File: config.mk
export PLATFORM = sky130hd
export DESIGN_NAME = pe_throttle_ctrl
export DESIGN_NICKNAME = d
export VERILOG_FILES = /design/src/rtl/pe_thr_pkg.sv /design/src/rtl/window_tracker.sv /design/src/rtl/threshold_unit.sv /design/src/rtl/decide_fsm.sv /design/src/rtl/pe_throttle_ctrl.sv
export SDC_FILE = /design/constraint.sdc
export NUM_CORES = 1
export LEC_CHECK = 0
export ABC_CLOCK_PERIOD_IN_PS = 24300
export CORE_MARGIN = 2
export CORE_UTILIZATION = 40
export CTS_CLUSTER_SIZE = 8
export DETAILED_ROUTE_END_ITERATION = 10
export DONT_BUFFER_PORTS = 1
export SYNTH_ARGS = -nofsm -noshare
export SYNTH_HDL_FRONTEND = slang
export SYNTH_HIERARCHICAL = 1
export SYNTH_SLANG_ARGS = --single-unit
File: constraint.sdc
create_clock -name clk -period 24.3 [get_ports clk]
set_clock_uncertainty 0.2 [all_clocks]
set_input_delay 4.86 -clock clk [delete_from_list [all_inputs] [get_ports clk]]
set_output_delay 4.86 -clock clk [all_outputs]
set_load 0.01 [all_outputs]
File: src/rtl/pe_thr_pkg.sv
package pe_thr_pkg;
  typedef enum logic [1:0] {
    ST_WATCH = 2'd0,
    ST_OFF   = 2'd1,
    ST_ON    = 2'd2
  } req_state_e;
endpackage

File: src/rtl/window_tracker.sv
module window_tracker #(
  parameter int unsigned WIN_CYCLES = 1000000,
  parameter int unsigned QLEN_W     = 8,
  parameter int unsigned TPE_W      = 4,
  parameter int unsigned CNT_W      = 20
) (
  input  logic              clk,
  input  logic              rst_n,
  input  logic [QLEN_W-1:0] qlen_i,
  input  logic [TPE_W-1:0]  tpe_i,
  output logic              win_end_o,
  output logic [CNT_W-1:0]  hit_total_o
);
  localparam logic [CNT_W-1:0] LAST_IDX = CNT_W'(WIN_CYCLES - 1);
  localparam logic [CNT_W-1:0] HIT_CAP  = CNT_W'(WIN_CYCLES);

  logic [CNT_W-1:0] win_cnt_q;
  logic [CNT_W-1:0] hit_cnt_q;
  logic [CNT_W-1:0] hit_sum;
  logic             hit;

  // A cycle counts when one whole element's worth of threads sits idle.
  assign hit       = (qlen_i >= QLEN_W'(tpe_i));
  assign win_end_o = (win_cnt_q == LAST_IDX);
  assign hit_sum   = (hit_cnt_q == HIT_CAP) ? HIT_CAP : (hit_cnt_q + CNT_W'(hit));
  assign hit_total_o = hit_sum;

  always_ff @(posedge clk) begin
    if (!rst_n) begin
      win_cnt_q <= '0;
      hit_cnt_q <= '0;
    end else if (win_end_o) begin
      win_cnt_q <= '0;
      hit_cnt_q <= '0;
    end else begin
      win_cnt_q <= win_cnt_q + 1'b1;
      hit_cnt_q <= hit_sum;
    end
  end

  // hits in a window can never exceed the cycles elapsed in it
  p_hit_le_elapsed_r1: assert property (@(posedge clk) disable iff (!rst_n)
    hit_cnt_q <= win_cnt_q);

  // a closed window leaves nothing behind for the next one
  p_window_restart_r2: assert property (@(posedge clk) disable iff (!rst_n)
    win_end_o |=> (hit_cnt_q == '0));
endmodule

File: src/rtl/threshold_unit.sv
module threshold_unit #(
  parameter int unsigned WIN_CYCLES = 1000000,
  parameter int unsigned CNT_W      = 20,
  parameter int unsigned STEP_DIV   = 50
) (
  input  logic             clk,
  input  logic             rst_n,
  input  logic             dyn_mode_i,
  input  logic [CNT_W-1:0] static_th_i,
  input  logic             full_rise_i,
  input  logic             full_seen_i,
  input  logic             win_end_i,
  output logic [CNT_W-1:0] th_o
);
  localparam logic [CNT_W-1:0] TH_MAX  = CNT_W'(WIN_CYCLES - 1);
  localparam logic [CNT_W-1:0] TH_MIN  = CNT_W'(1);
  localparam int unsigned      HALF    = WIN_CYCLES / 2;
  localparam logic [CNT_W-1:0] TH_INIT = (HALF < 1) ? CNT_W'(1) : CNT_W'(HALF);

  logic [CNT_W-1:0] th_q;
  logic [CNT_W-1:0] step_raw;
  logic [CNT_W-1:0] step;
  logic [CNT_W-1:0] th_up;
  logic [CNT_W-1:0] th_dn;
  logic [CNT_W-1:0] th_static;
  logic [CNT_W-1:0] th_d;

  assign step_raw = th_q / CNT_W'(STEP_DIV);
  assign step     = (step_raw == '0) ? TH_MIN : step_raw;
  assign th_up    = (th_q > (TH_MAX - step)) ? TH_MAX : (th_q + step);
  assign th_dn    = (th_q <= step) ? TH_MIN : (th_q - step);

  always_comb begin
    if (static_th_i < TH_MIN)       th_static = TH_MIN;
    else if (static_th_i > TH_MAX)  th_static = TH_MAX;
    else                            th_static = static_th_i;
  end

  always_comb begin
    th_d = th_q;
    if (!dyn_mode_i)                     th_d = th_static;
    else if (full_rise_i)                th_d = th_up;
    else if (win_end_i && !full_seen_i)  th_d = th_dn;
  end

  always_ff @(posedge clk) begin
    if (!rst_n) th_q <= TH_INIT;
    else        th_q <= th_d;
  end

  assign th_o = th_q;

  // threshold confined to 1..WIN_CYCLES-1
  p_th_range_r8: assert property (@(posedge clk) disable iff (!rst_n)
    (th_q >= TH_MIN) && (th_q <= TH_MAX));

  // a buffer-full edge in dynamic mode never lowers the threshold
  p_raise_on_full_r5: assert property (@(posedge clk) disable iff (!rst_n)
    (dyn_mode_i && full_rise_i) |=> (th_q >= $past(th_q)));

  // a calm window end in dynamic mode never raises the threshold
  p_lower_when_calm_r4: assert property (@(posedge clk) disable iff (!rst_n)
    (dyn_mode_i && win_end_i && !full_seen_i) |=> (th_q <= $past(th_q)));

  // with the flag seen in the window, the window end does not lower it
  p_no_lower_after_full_r5: assert property (@(posedge clk) disable iff (!rst_n)
    (dyn_mode_i && win_end_i && full_seen_i) |=> (th_q >= $past(th_q)));
endmodule

File: src/rtl/decide_fsm.sv
module decide_fsm
  import pe_thr_pkg::*;
#(
  parameter int unsigned CNT_W = 20
) (
  input  logic             clk,
  input  logic             rst_n,
  input  logic             win_end_i,
  input  logic [CNT_W-1:0] hit_total_i,
  input  logic [CNT_W-1:0] th_i,
  input  logic             rbuf_full_i,
  input  logic             at_min_i,
  input  logic             all_on_i,
  output logic             full_rise_o,
  output logic             full_seen_o,
  output logic             off_req_o,
  output logic             on_req_o
);
  req_state_e state_q, state_d;
  logic       full_q;
  logic       seen_q;
  logic       surplus;

  assign full_rise_o = rbuf_full_i && !full_q;
  assign full_seen_o = seen_q || rbuf_full_i;
  assign surplus     = win_end_i && (hit_total_i > th_i);

  always_comb begin
    state_d = ST_WATCH;
    if (full_rise_o) begin
      // buffer pressure wins over any surplus seen in the same cycle
      if (!all_on_i) state_d = ST_ON;
    end else if (surplus && !at_min_i) begin
      state_d = ST_OFF;
    end
  end

  always_ff @(posedge clk) begin
    if (!rst_n) begin
      state_q <= ST_WATCH;
      full_q  <= 1'b0;
      seen_q  <= 1'b0;
    end else begin
      state_q <= state_d;
      full_q  <= rbuf_full_i;
      if (win_end_i)        seen_q <= 1'b0;
      else if (rbuf_full_i) seen_q <= 1'b1;
    end
  end

  assign off_req_o = (state_q == ST_OFF);
  assign on_req_o  = (state_q == ST_ON);

  // requests exclusive
  p_req_exclusive_r11: assert property (@(posedge clk) disable iff (!rst_n)
    $onehot0({off_req_o, on_req_o}));

  // deactivation is a single-cycle pulse
  p_off_single_r11: assert property (@(posedge clk) disable iff (!rst_n)
    off_req_o |=> !off_req_o);

  // reactivation traces to an edge while not all elements run
  p_on_cause_r6: assert property (@(posedge clk) disable iff (!rst_n)
    on_req_o |-> ($past(rbuf_full_i) && !$past(full_q) && !$past(all_on_i)));

  // deactivation only at a window end and never at minimum
  p_off_cause_r9: assert property (@(posedge clk) disable iff (!rst_n)
    off_req_o |-> ($past(win_end_i) && !$past(at_min_i)));

  // no deactivation for a window whose last cycle saw a full edge
  p_pressure_blocks_off_r10: assert property (@(posedge clk) disable iff (!rst_n)
    (win_end_i && full_rise_o) |=> !off_req_o);
endmodule

File: src/rtl/pe_throttle_ctrl.sv
module pe_throttle_ctrl #(
  parameter int unsigned WIN_CYCLES = 1000000,
  parameter int unsigned QLEN_W     = 8,
  parameter int unsigned TPE_W      = 4,
  parameter int unsigned STEP_DIV   = 50,
  localparam int unsigned CNT_W     = $clog2(WIN_CYCLES + 1)
) (
  input  logic              clk,
  input  logic              rst_n,
  input  logic [QLEN_W-1:0] qlen_i,
  input  logic [TPE_W-1:0]  tpe_i,
  input  logic              rbuf_full_i,
  input  logic              dyn_mode_i,
  input  logic [CNT_W-1:0]  static_th_i,
  input  logic              at_min_i,
  input  logic              all_on_i,
  output logic              pe_off_req_o,
  output logic              pe_on_req_o,
  output logic [CNT_W-1:0]  th_o
);
  logic             win_end;
  logic [CNT_W-1:0] hit_total;
  logic             full_rise;
  logic             full_seen;
  logic [CNT_W-1:0] th;

  window_tracker #(
    .WIN_CYCLES (WIN_CYCLES),
    .QLEN_W     (QLEN_W),
    .TPE_W      (TPE_W),
    .CNT_W      (CNT_W)
  ) u_window (
    .clk         (clk),
    .rst_n       (rst_n),
    .qlen_i      (qlen_i),
    .tpe_i       (tpe_i),
    .win_end_o   (win_end),
    .hit_total_o (hit_total)
  );

  threshold_unit #(
    .WIN_CYCLES (WIN_CYCLES),
    .CNT_W      (CNT_W),
    .STEP_DIV   (STEP_DIV)
  ) u_thresh (
    .clk         (clk),
    .rst_n       (rst_n),
    .dyn_mode_i  (dyn_mode_i),
    .static_th_i (static_th_i),
    .full_rise_i (full_rise),
    .full_seen_i (full_seen),
    .win_end_i   (win_end),
    .th_o        (th)
  );

  decide_fsm #(
    .CNT_W (CNT_W)
  ) u_decide (
    .clk         (clk),
    .rst_n       (rst_n),
    .win_end_i   (win_end),
    .hit_total_i (hit_total),
    .th_i        (th),
    .rbuf_full_i (rbuf_full_i),
    .at_min_i    (at_min_i),
    .all_on_i    (all_on_i),
    .full_rise_o (full_rise),
    .full_seen_o (full_seen),
    .off_req_o   (pe_off_req_o),
    .on_req_o    (pe_on_req_o)
  );

  assign th_o = th;
endmodule

==> impl_results.md <==
* Synth area leaders: dfxtp_1, ha_1, nor2_1
* CP startpoint kind: flop
* Full die area at 0.0239 sq mm
* Clk_lat worst skew at 0.34 ns
* Syn Inst Count at 1256
* Via density at 6.27
* CP Max Fanout at 29
* FF+latch count, synth at 64
* Remaining global-route overflow at 0
* Root buffer cell: clkbuf_16
* Post-route minimum period at 14.36 ns
* Cell repeated most along the worst path: a21o_1
* CTS tree: done
* Syn avg cell area at 7.23 sq um
* Crit Path Class: flop to flop
* N_diodes at 0
* FF-to-FF Start: u_thresh/th_o[19]
* Seq/Total Area, Yosys at 14.1%
* Slew Limit Fails at 0
* Final setup vio count at 0
* Number of antenna violations at the first check in global routing at 0
* Yosys warns at 6
* Share of the synthesized area in the top cell type at 14.1%
* Final Core Density at 42.5%
* Hold-fix buffers, CTS at 0
* RSZ-0062 raised after global routing: no
* Status: complete, no violations
* Hold path start: u_decide/full_q
* Post-synth top flop: dfxtp_1
* CTS Sinks at 64
* Setup bufs post-CTS at 0
* I/O Pins at 60
* Period utilization at 59.1%
* Yosys top cell by area: dfxtp_1
* Dpl hpwl at 20.2 mm
* Die Wd at 155 microns
* Worst setup EP type: flop
* Critical Path AT at 14.36 ns
* Crit path from: u_thresh/th_o[19]
* Netlist cell types at 112
* Worst min path class: flop to flop
* Critical R2R Capture: u_thresh/th_o[17]
* Placer Congestion at 0.931
* Vias in the first global route at 8388
* CTS clk-pin slew, worst paths at 0.05 ns
* Worst R2R Path Depth at 50
* Global-route wire length before repair at 43.4 mm
* Clk buf depth at 2
* Share of cells above drive strength 1 at 7.35%
* Rows at 55
* Cts bufs inserted at 9
* PortBufs at 0
* Async set-or-reset flop fraction in the synthesized netlist at 0%
* Count leader, synth: nor2_1
* Die height at 155 microns
* Worst Tran Pin Value at 1.19 ns
* Critical-path top delay cell: dfxtp_1
* Antenna-violating nets left at 0
* Worst setup path endpoint: u_thresh/th_o[17]
* Largest net degree at the start of global routing at 37
* First-pass DRT Iterations at 5
* H-tree lvl count at 3
* Routed len/inst at 17.9 microns
* Starting density of the core at 40.5%
* Max frequency at 69.6 MHz
* Reg-to-reg slack, setup at 9.94 ns
* PostCTS Resize Cnt at 0
* Post-synthesis cell area at 0.00909 sq mm
* Hold Fails Final Rpt at 0
* Core area at 0.0224 sq mm
* Setup total negative slack at 0 ns
* Reported max-cap violation count at 0
* EDFF count, synth at 0
* Final WL at 26.7 mm
* Worst EP required at 24.31 ns
* Nets@finish at 1316
* Via count at 9382
* Max-slew headroom at 20.3%
* Top post-synthesis cells by count: nor2_1, nand2_1, o21ai_0
* Synthesized Nets at 1365
* Number of remaining DRC errors at 0
* DR iter-0 viols at 748
* Area grow syn2layout at 4.86%
* Overall Global Routing Usage at 21.8%
* Critical Path Max Stage Delay at 0.96 ns
-- registers in the layout, summed over array words and instances (netlist names) --
register,flops
u_thresh/th_o,20
u_window/hit_cnt_q,20
u_window/win_cnt_q,20
u_decide/state_q,2
u_decide/full_q,1
u_decide/seen_q,1
-- worst min path at each step --
stage	endpoint	cells after the start	slack, ns
2_1_floorplan	u_decide/state_q[1]	1	0.20
3_3_place_gp	u_decide/state_q[1]	1	0.21
5_1_grt	u_decide/state_q[1]	1	0.24
4_1_cts	u_decide/state_q[1]	1	0.23
6_report	u_decide/state_q[1]	1	0.23
3_5_place_dp	u_decide/state_q[1]	1	0.21
-- final cells by class --
type	count	area [sq um]
well taps	285	357
fillers	2386	12900
clock buffers	12	256
multi-input cells	1049	7210
inverters	70	263
flip-flops and latches	64	1280
clock inverters	3	65.1
repair buffers	13	97.6
-- layout by cell type, fill, tap and decap left out, types with 19 or more instances in the layout --
master,count
ha_1,69
nor4_1,24
dfxtp_1,64
nor2b_1,26
o21ai_0,74
nand3_1,51
nor3_1,41
nand4_1,26
inv_1,68
a21oi_1,69
xnor2_1,38
nor2_1,121
nand2_1,89
a21o_1,30
a31oi_1,19
-- critical path, delay by kind of cell (launching register included) --
| family | cells | cell delay [ns] |
|---|---|---|
| buffers and inverters | 2 | 0.15 |
| AO/OA/AOI/OAI | 36 | 9.42 |
| flip-flops | 1 | 0.96 |
| adder cells (fa/ha/maj) | 2 | 0.43 |
| AND/OR/NAND/NOR | 10 | 3.06 |
-- metrics by stage --
step	cell area (sq um)	hold WS [ns]	instances	setup WS (ns)
final	9530	0.228	1496	9.94
after global routing	9530	0.241	1496	8.47
after CTS	9530	0.225	1496	10.16
after detailed placement	9210	0.208	1481	10.29
after global placement	9210	0.210	1481	10.50
after floorplan	9090	0.196	1256	12.50
-- per-layer routing --
layer / wire length, microns / vias to the layer above / global-route usage [%] / part of all wire (%)
met5: 0 / - / 0 / 0
met4: 289 / 0 / 4.37 / 1.1
met3: 1730 / 20 / 3.89 / 6.5
met2: 11900 / 303 / 35.3 / 45
met1: 12800 / 4418 / 30.3 / 48
li1: - / 4641 / - / -
-- logic make-up (layout without fill, tap and decap cells) --
kind of cell,after synthesis,count (layout),synth area share [%]
flops,64,64,14.1
compound gates,412,412,33.3
fa+ha+maj,73,73,10.2
xor+xnor,53,53,5.11
simple gates,499,499,29.4
buf+inv,143,98,6.57
mux,12,12,1.40
Power is not shown: default switching activity piles up to over one toggle a cycle in this logic, so the estimate is an artifact.
